<file path="config.mk">
export PLATFORM = sky130hd
export DESIGN_NAME = serial_rgb_timing
export DESIGN_NICKNAME = d
export VERILOG_FILES = /design/src/rtl/serial_rgb_timing_pkg.sv /design/src/rtl/serial_rgb_timing_ctl.sv /design/src/rtl/serial_rgb_timing_dp.sv /design/src/rtl/serial_rgb_timing.sv
export SDC_FILE = /design/constraint.sdc
export NUM_CORES = 1
export LEC_CHECK = 0
export BUFFER_PORTS_ARGS = -buffer_cell sky130_fd_sc_hd__buf_4
export CAP_MARGIN = 15
export CELL_PAD_IN_SITES_DETAIL_PLACEMENT = 2
export CELL_PAD_IN_SITES_GLOBAL_PLACEMENT = 2
export CORE_AREA = 3 3 66 92
export CTS_BUF_LIST = sky130_fd_sc_hd__clkbuf_8 sky130_fd_sc_hd__clkbuf_16
export DETAILED_ROUTE_END_ITERATION = 10
export DIE_AREA = 0 0 69 95
export PLACE_DENSITY_LB_ADDON = 0.25
export RECOVER_POWER = 100
export SKIP_CTS_REPAIR_TIMING = 1
export SYNTH_ARGS = -nofsm -noshare
export SYNTH_HDL_FRONTEND = slang
export SYNTH_HIERARCHICAL = 1
export SYNTH_SLANG_ARGS = --single-unit
</file>
<file path="constraint.sdc">
create_clock -name clk -period 2.35 [get_ports clk]
set_input_delay 0.235 -clock clk [delete_from_list [all_inputs] [get_ports clk]]
set_output_delay 0.235 -clock clk [all_outputs]
set_load 0.01 [all_outputs]
</file>
<file path="src/rtl/serial_rgb_timing_pkg.sv">
package serial_rgb_timing_pkg;

  // Strobes passed from the timing control to the byte datapath.
  typedef struct packed {
    logic running;   // counters are live
    logic hsyncAct;  // inside horizontal sync pulse
    logic vsyncAct;  // inside vertical sync pulse
    logic active;    // inside the data window
    logic frameEnd;  // last clock of the frame
  } tgStrobe_t;

endpackage

</file>
<file path="src/rtl/serial_rgb_timing_ctl.sv">
module serial_rgb_timing_ctl
  import serial_rgb_timing_pkg::*;
#(
  parameter int H_TOTAL  = 1224,
  parameter int H_SYNC   = 90,
  parameter int H_START  = 204,
  parameter int H_ACTIVE = 960,
  parameter int V_LINES  = 241,
  parameter int V_SYNC   = 3,
  parameter int V_BLANK  = 1
) (
  input  logic      clk,
  input  logic      rstN,
  input  logic      enable,
  output tgStrobe_t strobe
);

  localparam int HW = $clog2(H_TOTAL + 1);
  localparam int VW = $clog2(V_LINES + 1);
  localparam logic [HW-1:0] H_LAST = HW'(H_TOTAL - 1);
  localparam logic [HW-1:0] H_SY   = HW'(H_SYNC);
  localparam logic [HW-1:0] H_ON   = HW'(H_START);
  localparam logic [HW-1:0] H_OFF  = HW'(H_START + H_ACTIVE);
  localparam logic [VW-1:0] V_LAST = VW'(V_LINES - 1);
  localparam logic [VW-1:0] V_SY   = VW'(V_SYNC);
  localparam logic [VW-1:0] V_BL   = VW'(V_BLANK);

  logic          running;
  logic [HW-1:0] hCnt;
  logic [VW-1:0] vCnt;
  logic          lineEnd;

  assign lineEnd = (hCnt == H_LAST);

  always_ff @(posedge clk or negedge rstN) begin
    if (!rstN) begin
      running <= 1'b0;
      hCnt    <= '0;
      vCnt    <= '0;
    end else if (!enable || !running) begin
      // Stopped, or the start clock: park at line 0, clock 0.
      running <= enable;
      hCnt    <= '0;
      vCnt    <= '0;
    end else begin
      hCnt <= lineEnd ? '0 : hCnt + 1'b1;
      if (lineEnd) begin
        vCnt <= (vCnt == V_LAST) ? '0 : vCnt + 1'b1;
      end
    end
  end

  always_comb begin
    strobe.running  = running;
    strobe.hsyncAct = running && (hCnt < H_SY);
    strobe.vsyncAct = running && (vCnt < V_SY);
    strobe.active   = running && (vCnt >= V_BL) && (hCnt >= H_ON) && (hCnt < H_OFF);
    strobe.frameEnd = running && lineEnd && (vCnt == V_LAST);
  end

endmodule

</file>
<file path="src/rtl/serial_rgb_timing_dp.sv">
module serial_rgb_timing_dp
  import serial_rgb_timing_pkg::*;
#(
  parameter int WORD_W = 16,
  parameter int BYTE_W = 8
) (
  input  logic              clk,
  input  logic              rstN,
  input  tgStrobe_t         strobe,
  input  logic [WORD_W-1:0] srcData,
  input  logic              srcValid,
  output logic              srcReady,
  output logic [BYTE_W-1:0] dataOut,
  output logic              underrun
);

  localparam int LANES = WORD_W / BYTE_W;
  localparam int LW    = (LANES > 1) ? $clog2(LANES) : 1;
  localparam logic [LW-1:0] LANE_LAST = LW'(LANES - 1);

  logic [WORD_W-1:0] heldWord;
  logic [LW-1:0]     lane;
  logic              dropping;
  logic [BYTE_W-1:0] laneByte [LANES];

  // Byte lanes of the held word, lane 0 least significant.
  for (genvar i = 0; i < LANES; i++) begin : g_lane
    assign laneByte[i] = heldWord[i*BYTE_W +: BYTE_W];
  end

  logic needWord, take, starve;
  assign needWord = strobe.active && !dropping && (lane == '0);
  assign take     = needWord && srcValid;
  assign starve   = needWord && !srcValid;
  assign srcReady = strobe.running && (dropping || needWord);

  always_comb begin
    dataOut = '0;
    if (strobe.active && !dropping) begin
      if (lane == '0) dataOut = take ? srcData[BYTE_W-1:0] : '0;
      else            dataOut = laneByte[lane];
    end
  end

  always_ff @(posedge clk or negedge rstN) begin
    if (!rstN) begin
      heldWord <= '0;
      lane     <= '0;
      dropping <= 1'b0;
      underrun <= 1'b0;
    end else if (!strobe.running) begin
      lane     <= '0;
      dropping <= 1'b0;
      underrun <= 1'b0;
    end else begin
      if (starve) begin
        dropping <= 1'b1;
        underrun <= 1'b1;
      end else if (strobe.active && !dropping) begin
        if (take) heldWord <= srcData;
        lane <= (lane == LANE_LAST) ? '0 : lane + 1'b1;
      end
      if (strobe.frameEnd) begin
        lane     <= '0;
        dropping <= 1'b0;
      end
    end
  end

endmodule

</file>
<file path="src/rtl/serial_rgb_timing.sv">
module serial_rgb_timing
  import serial_rgb_timing_pkg::*;
#(
  parameter int H_TOTAL  = 1224,
  parameter int H_SYNC   = 90,
  parameter int H_START  = 204,
  parameter int H_ACTIVE = 960,
  parameter int V_LINES  = 241,
  parameter int V_SYNC   = 3,
  parameter int V_BLANK  = 1,
  parameter int WORD_W   = 16,
  parameter int BYTE_W   = 8
) (
  input  logic              clk,
  input  logic              rstN,
  input  logic              enable,
  input  logic [WORD_W-1:0] srcData,
  input  logic              srcValid,
  output logic              srcReady,
  output logic              pixClkEn,
  output logic              hsyncN,
  output logic              vsyncN,
  output logic              de,
  output logic [BYTE_W-1:0] dataOut,
  output logic              underrun
);

  tgStrobe_t strobe;

  serial_rgb_timing_ctl #(
    .H_TOTAL(H_TOTAL), .H_SYNC(H_SYNC), .H_START(H_START), .H_ACTIVE(H_ACTIVE),
    .V_LINES(V_LINES), .V_SYNC(V_SYNC), .V_BLANK(V_BLANK)
  ) u_ctl (
    .clk(clk), .rstN(rstN), .enable(enable), .strobe(strobe)
  );

  serial_rgb_timing_dp #(.WORD_W(WORD_W), .BYTE_W(BYTE_W)) u_dp (
    .clk(clk), .rstN(rstN), .strobe(strobe),
    .srcData(srcData), .srcValid(srcValid), .srcReady(srcReady),
    .dataOut(dataOut), .underrun(underrun)
  );

  assign pixClkEn = strobe.running;
  assign hsyncN   = !strobe.hsyncAct;
  assign vsyncN   = !strobe.vsyncAct;
  assign de       = strobe.active;

endmodule

</file>
==> summary.md <==
| Metric | Value |
|---|---|
| Start point of the worst min-delay path | enable |
| Worst setup EP type | output pin |
| Global-route wire length before repair | 8270 um |
| Crit path launch type | flop |
| DRC Markers | 0 |
| Peak VDD IR | 0.232 mV |
| RD Place Congestion | 0.803 |
| Cells after Synth | 179 |
| Post-synthesis cell type count | 39 |
| Max FO, Critical Path | 3 |
| Critical Path AT | 2000 ps |
| Leakage | 1.02 nW |
| Starting Density | 32.7% |
| Post-Syn Nets | 204 |
| Synth Area in XOR/XNOR | 4.57% |
| Largest net degree at the start of global routing | 32 |
| Cells along the critical path | a211o_1 -> o21ai_1 -> nand3_1 -> a21oi_4 -> nor2b_1 -> o21a_1 -> buf_4 |
| Worst endpoint required time | 2120 ps |
| Synth area leader | dfrtp_1 |
| # port buffers | 33 |
| Share of cells above drive strength 1 | 27.2% |
| Setup WS pre-CTS | -36.4 ps |
| Worst Skew | 4.23 ps |
| Clock Latency Late Sink | 270 ps |
| Height of the die | 95 um |
| FF-to-FF setup slack | 150 ps |
| Slew headroom | 45.5% |
| Area share of and/or/nand/nor cells after synthesis | 25.5% |
| GRT Total Usage | 15.9% |
| Clk root buf | clkbuf_8 |
| Ports | 34 |
| Final hold vios | 0 |
| Clock-pin slew on the worst setup and hold paths | 70 ps |
| DR WL/cell | 17.1 um |
| GRT overflow | 0 |
| Fmax | 0.447 GHz |
| Post-route ant nets | 0 |
| Crit path max-delay family | compound AO/OA/AOI/OAI gates |
| Post-synthesis mux area share | 6.38% |
| Worst-Margin Slew | 817 ps |
| CP Class | reg2out |
| Inserted Clock Buffers | 5 |
| Initial antenna violation count | 0 |
| Antenna Cells | 0 |
| Synth Area in Compound Gates | 11.6% |
| Crit path buf inv count | 1 |
| Period utilization | 95.1% |
| Most frequent cells in the layout | buf_4 (35), dfrtp_1 (29), nor2_1 (24) |
| Vias per Instance | 5.15 |
| End of the worst register-to-register path | u_dp/heldWord[15]$_DFFE_PN0P_ |
| CTS sink cnt | 31 |
| Initial DRC count | 18 |
| Outcome | finished, final reports clean |
| FP Rows | 31 |
| PnR worst setup slack | 114 ps |
| CP max stage cell | dfrtp_1 |
| CTS tree | yes |
| RR Startpoint | u_ctl/hCnt[2]$_DFF_PN0_ |
| Hold depth | 1 |
| Largest buffer count on any clock path | 2 |
| Top cell type's share of synthesized area | 44.9% |
| Area Growth Syn to Fin | 26.7% |
| Final WL | 4960 um |
| Max-cap violations | 0 |
| Synth Warn # | 6 |
| Die ar. | 6560 sq um |
| Pre-antenna DRT Iters | 3 |
| Core Area | 5280 sq um |
| Hold slack final | 122 ps |
| Flops & latches, synth | 31 |
| Vias | 1493 |
| Hold endpoint | u_ctl/running$_DFFE_PN0N_ |
| Die X | 69 um |
| Post-Synth Adder-Cell Area | 3.62% |
| Vias in the first global route | 1633 |
| Worst r2r path cells | 7 |
| Register area share after synthesis | 44.9% |
| Max Slew Vio Count | 0 |
| Min cycle time layout | 2240 ps |
| Most common cell after layout, fill and taps aside | buf_4 |
| Combinational family with the most area after synthesis | simple AND/OR/NAND/NOR gates |
| Nets@finish | 248 |
| Top cells by area, synth | dfrtp_1 (45%), mux2_2 (5.2%), nor2_1 (5.2%) |
| Fillers | 612 |
| Syn_area_per_cell | 9.65 sq um |
| Final setup vio count | 0 |
| Final HPWL DP | 3680 um |
| Worst hold path class | in2reg |
| Slowest Stage Delay on Critical Path | 380 ps |
| PwrDens | 455 nW/um^2 |
| H-tree depth | 2 |
| Mapped cell area | 1730 sq um |
registers in the layout (all words and copies together), names as in the netlist:
signal / flops
u_ctl/running: 1
u_ctl/hCnt: 11
u_dp/lane: 1
u_dp/underrun: 1
u_ctl/vCnt: 8
u_dp/heldWord: 8
u_dp/dropping: 1
cell usage after synthesis, drive strengths merged:
master / number
and4: 3
a22oi: 7
xor2: 8
o21ai: 9
nor4: 1
a211o: 1
inv: 7
a21oi: 11
and2: 1
buf: 4
or3b: 1
ha: 5
nand2: 12
a21o: 1
mux2i: 2
nand3b: 3
clkbuf: 2
nor3b: 1
nand4: 4
nor4bb: 1
nand2b: 3
nand3: 8
nor3: 2
o211a: 1
or4: 2
mux2: 8
nor2b: 2
a31oi: 1
and3: 5
o21a: 2
nor2: 24
or3: 4
dfrtp: 31
xnor2: 1
nor4b: 1
power breakdown:
part	internal, mW	switching, mW
registers	0.536	0.00145
logic	0.0316	0.0381
clock network	0.199	0.188
total	0.767	0.228
cell families (layout without fill, tap and decap cells):
kind of cell	Yosys count	in the layout
buffers and inverters	13	58
flip-flops	31	31
multiplexers	10	10
adder cells (fa/ha/maj)	5	5
XOR/XNOR	9	9
AND/OR/NAND/NOR	78	78
AO/OA/AOI/OAI	33	33
metal layers:
layer	wire (um)	GRT usage, %
met5	0	0
met4	31	4.40
met3	163	3.30
met2	2810	31.2
met1	1950	16.9
layout make-up:
class	instances	area (sq um)	share of cell area, %
multi-input combinational	135	907	41.5
sequential	31	778	35.6
timing repair buffer	43	312	14.2
tap	66	82.6	3.78
clock buffer	5	68.8	3.15
inverter	7	26.3	1.20
clock inverter	3	12.5	0.572
worst max-delay path by stage:
stage	slack [ps]	cells after the start	start	endpoint
final	110	7	u_ctl/hCnt[2]$_DFF_PN0_	srcReady
after global routing	-20	7	u_ctl/hCnt[2]$_DFF_PN0_	srcReady
after CTS	-100	8	u_ctl/hCnt[5]$_DFF_PN0_	dataOut[1]
after detailed placement	-40	7	u_ctl/hCnt[5]$_DFF_PN0_	u_dp/heldWord[15]$_DFFE_PN0P_
after global placement	100	7	u_ctl/hCnt[5]$_DFF_PN0_	u_dp/heldWord[9]$_DFFE_PN0P_
after floorplan	80	8	u_ctl/hCnt[2]$_DFF_PN0_	u_dp/heldWord[10]$_DFFE_PN0P_
metrics by stage:
| step | util, % | total power, mW | TNS [ps] | instance area [sq um] | std cells |
|---|---|---|---|---|---|
| after floorplan | - | 0.569 | 0 | 1730 | 179 |
| final | 41.5 | 0.994 | 0 | 2190 | 290 |
| after global routing | 41.5 | 1.05 | -23.6 | 2190 | 290 |
| after detailed placement | 39.2 | 0.620 | -246 | 2070 | 278 |
| after CTS | 40.8 | 1.02 | -1200 | 2150 | 286 |
| after global placement | 39.2 | 0.618 | 0 | 2070 | 278 |
Power figures use the tool's default switching activity.
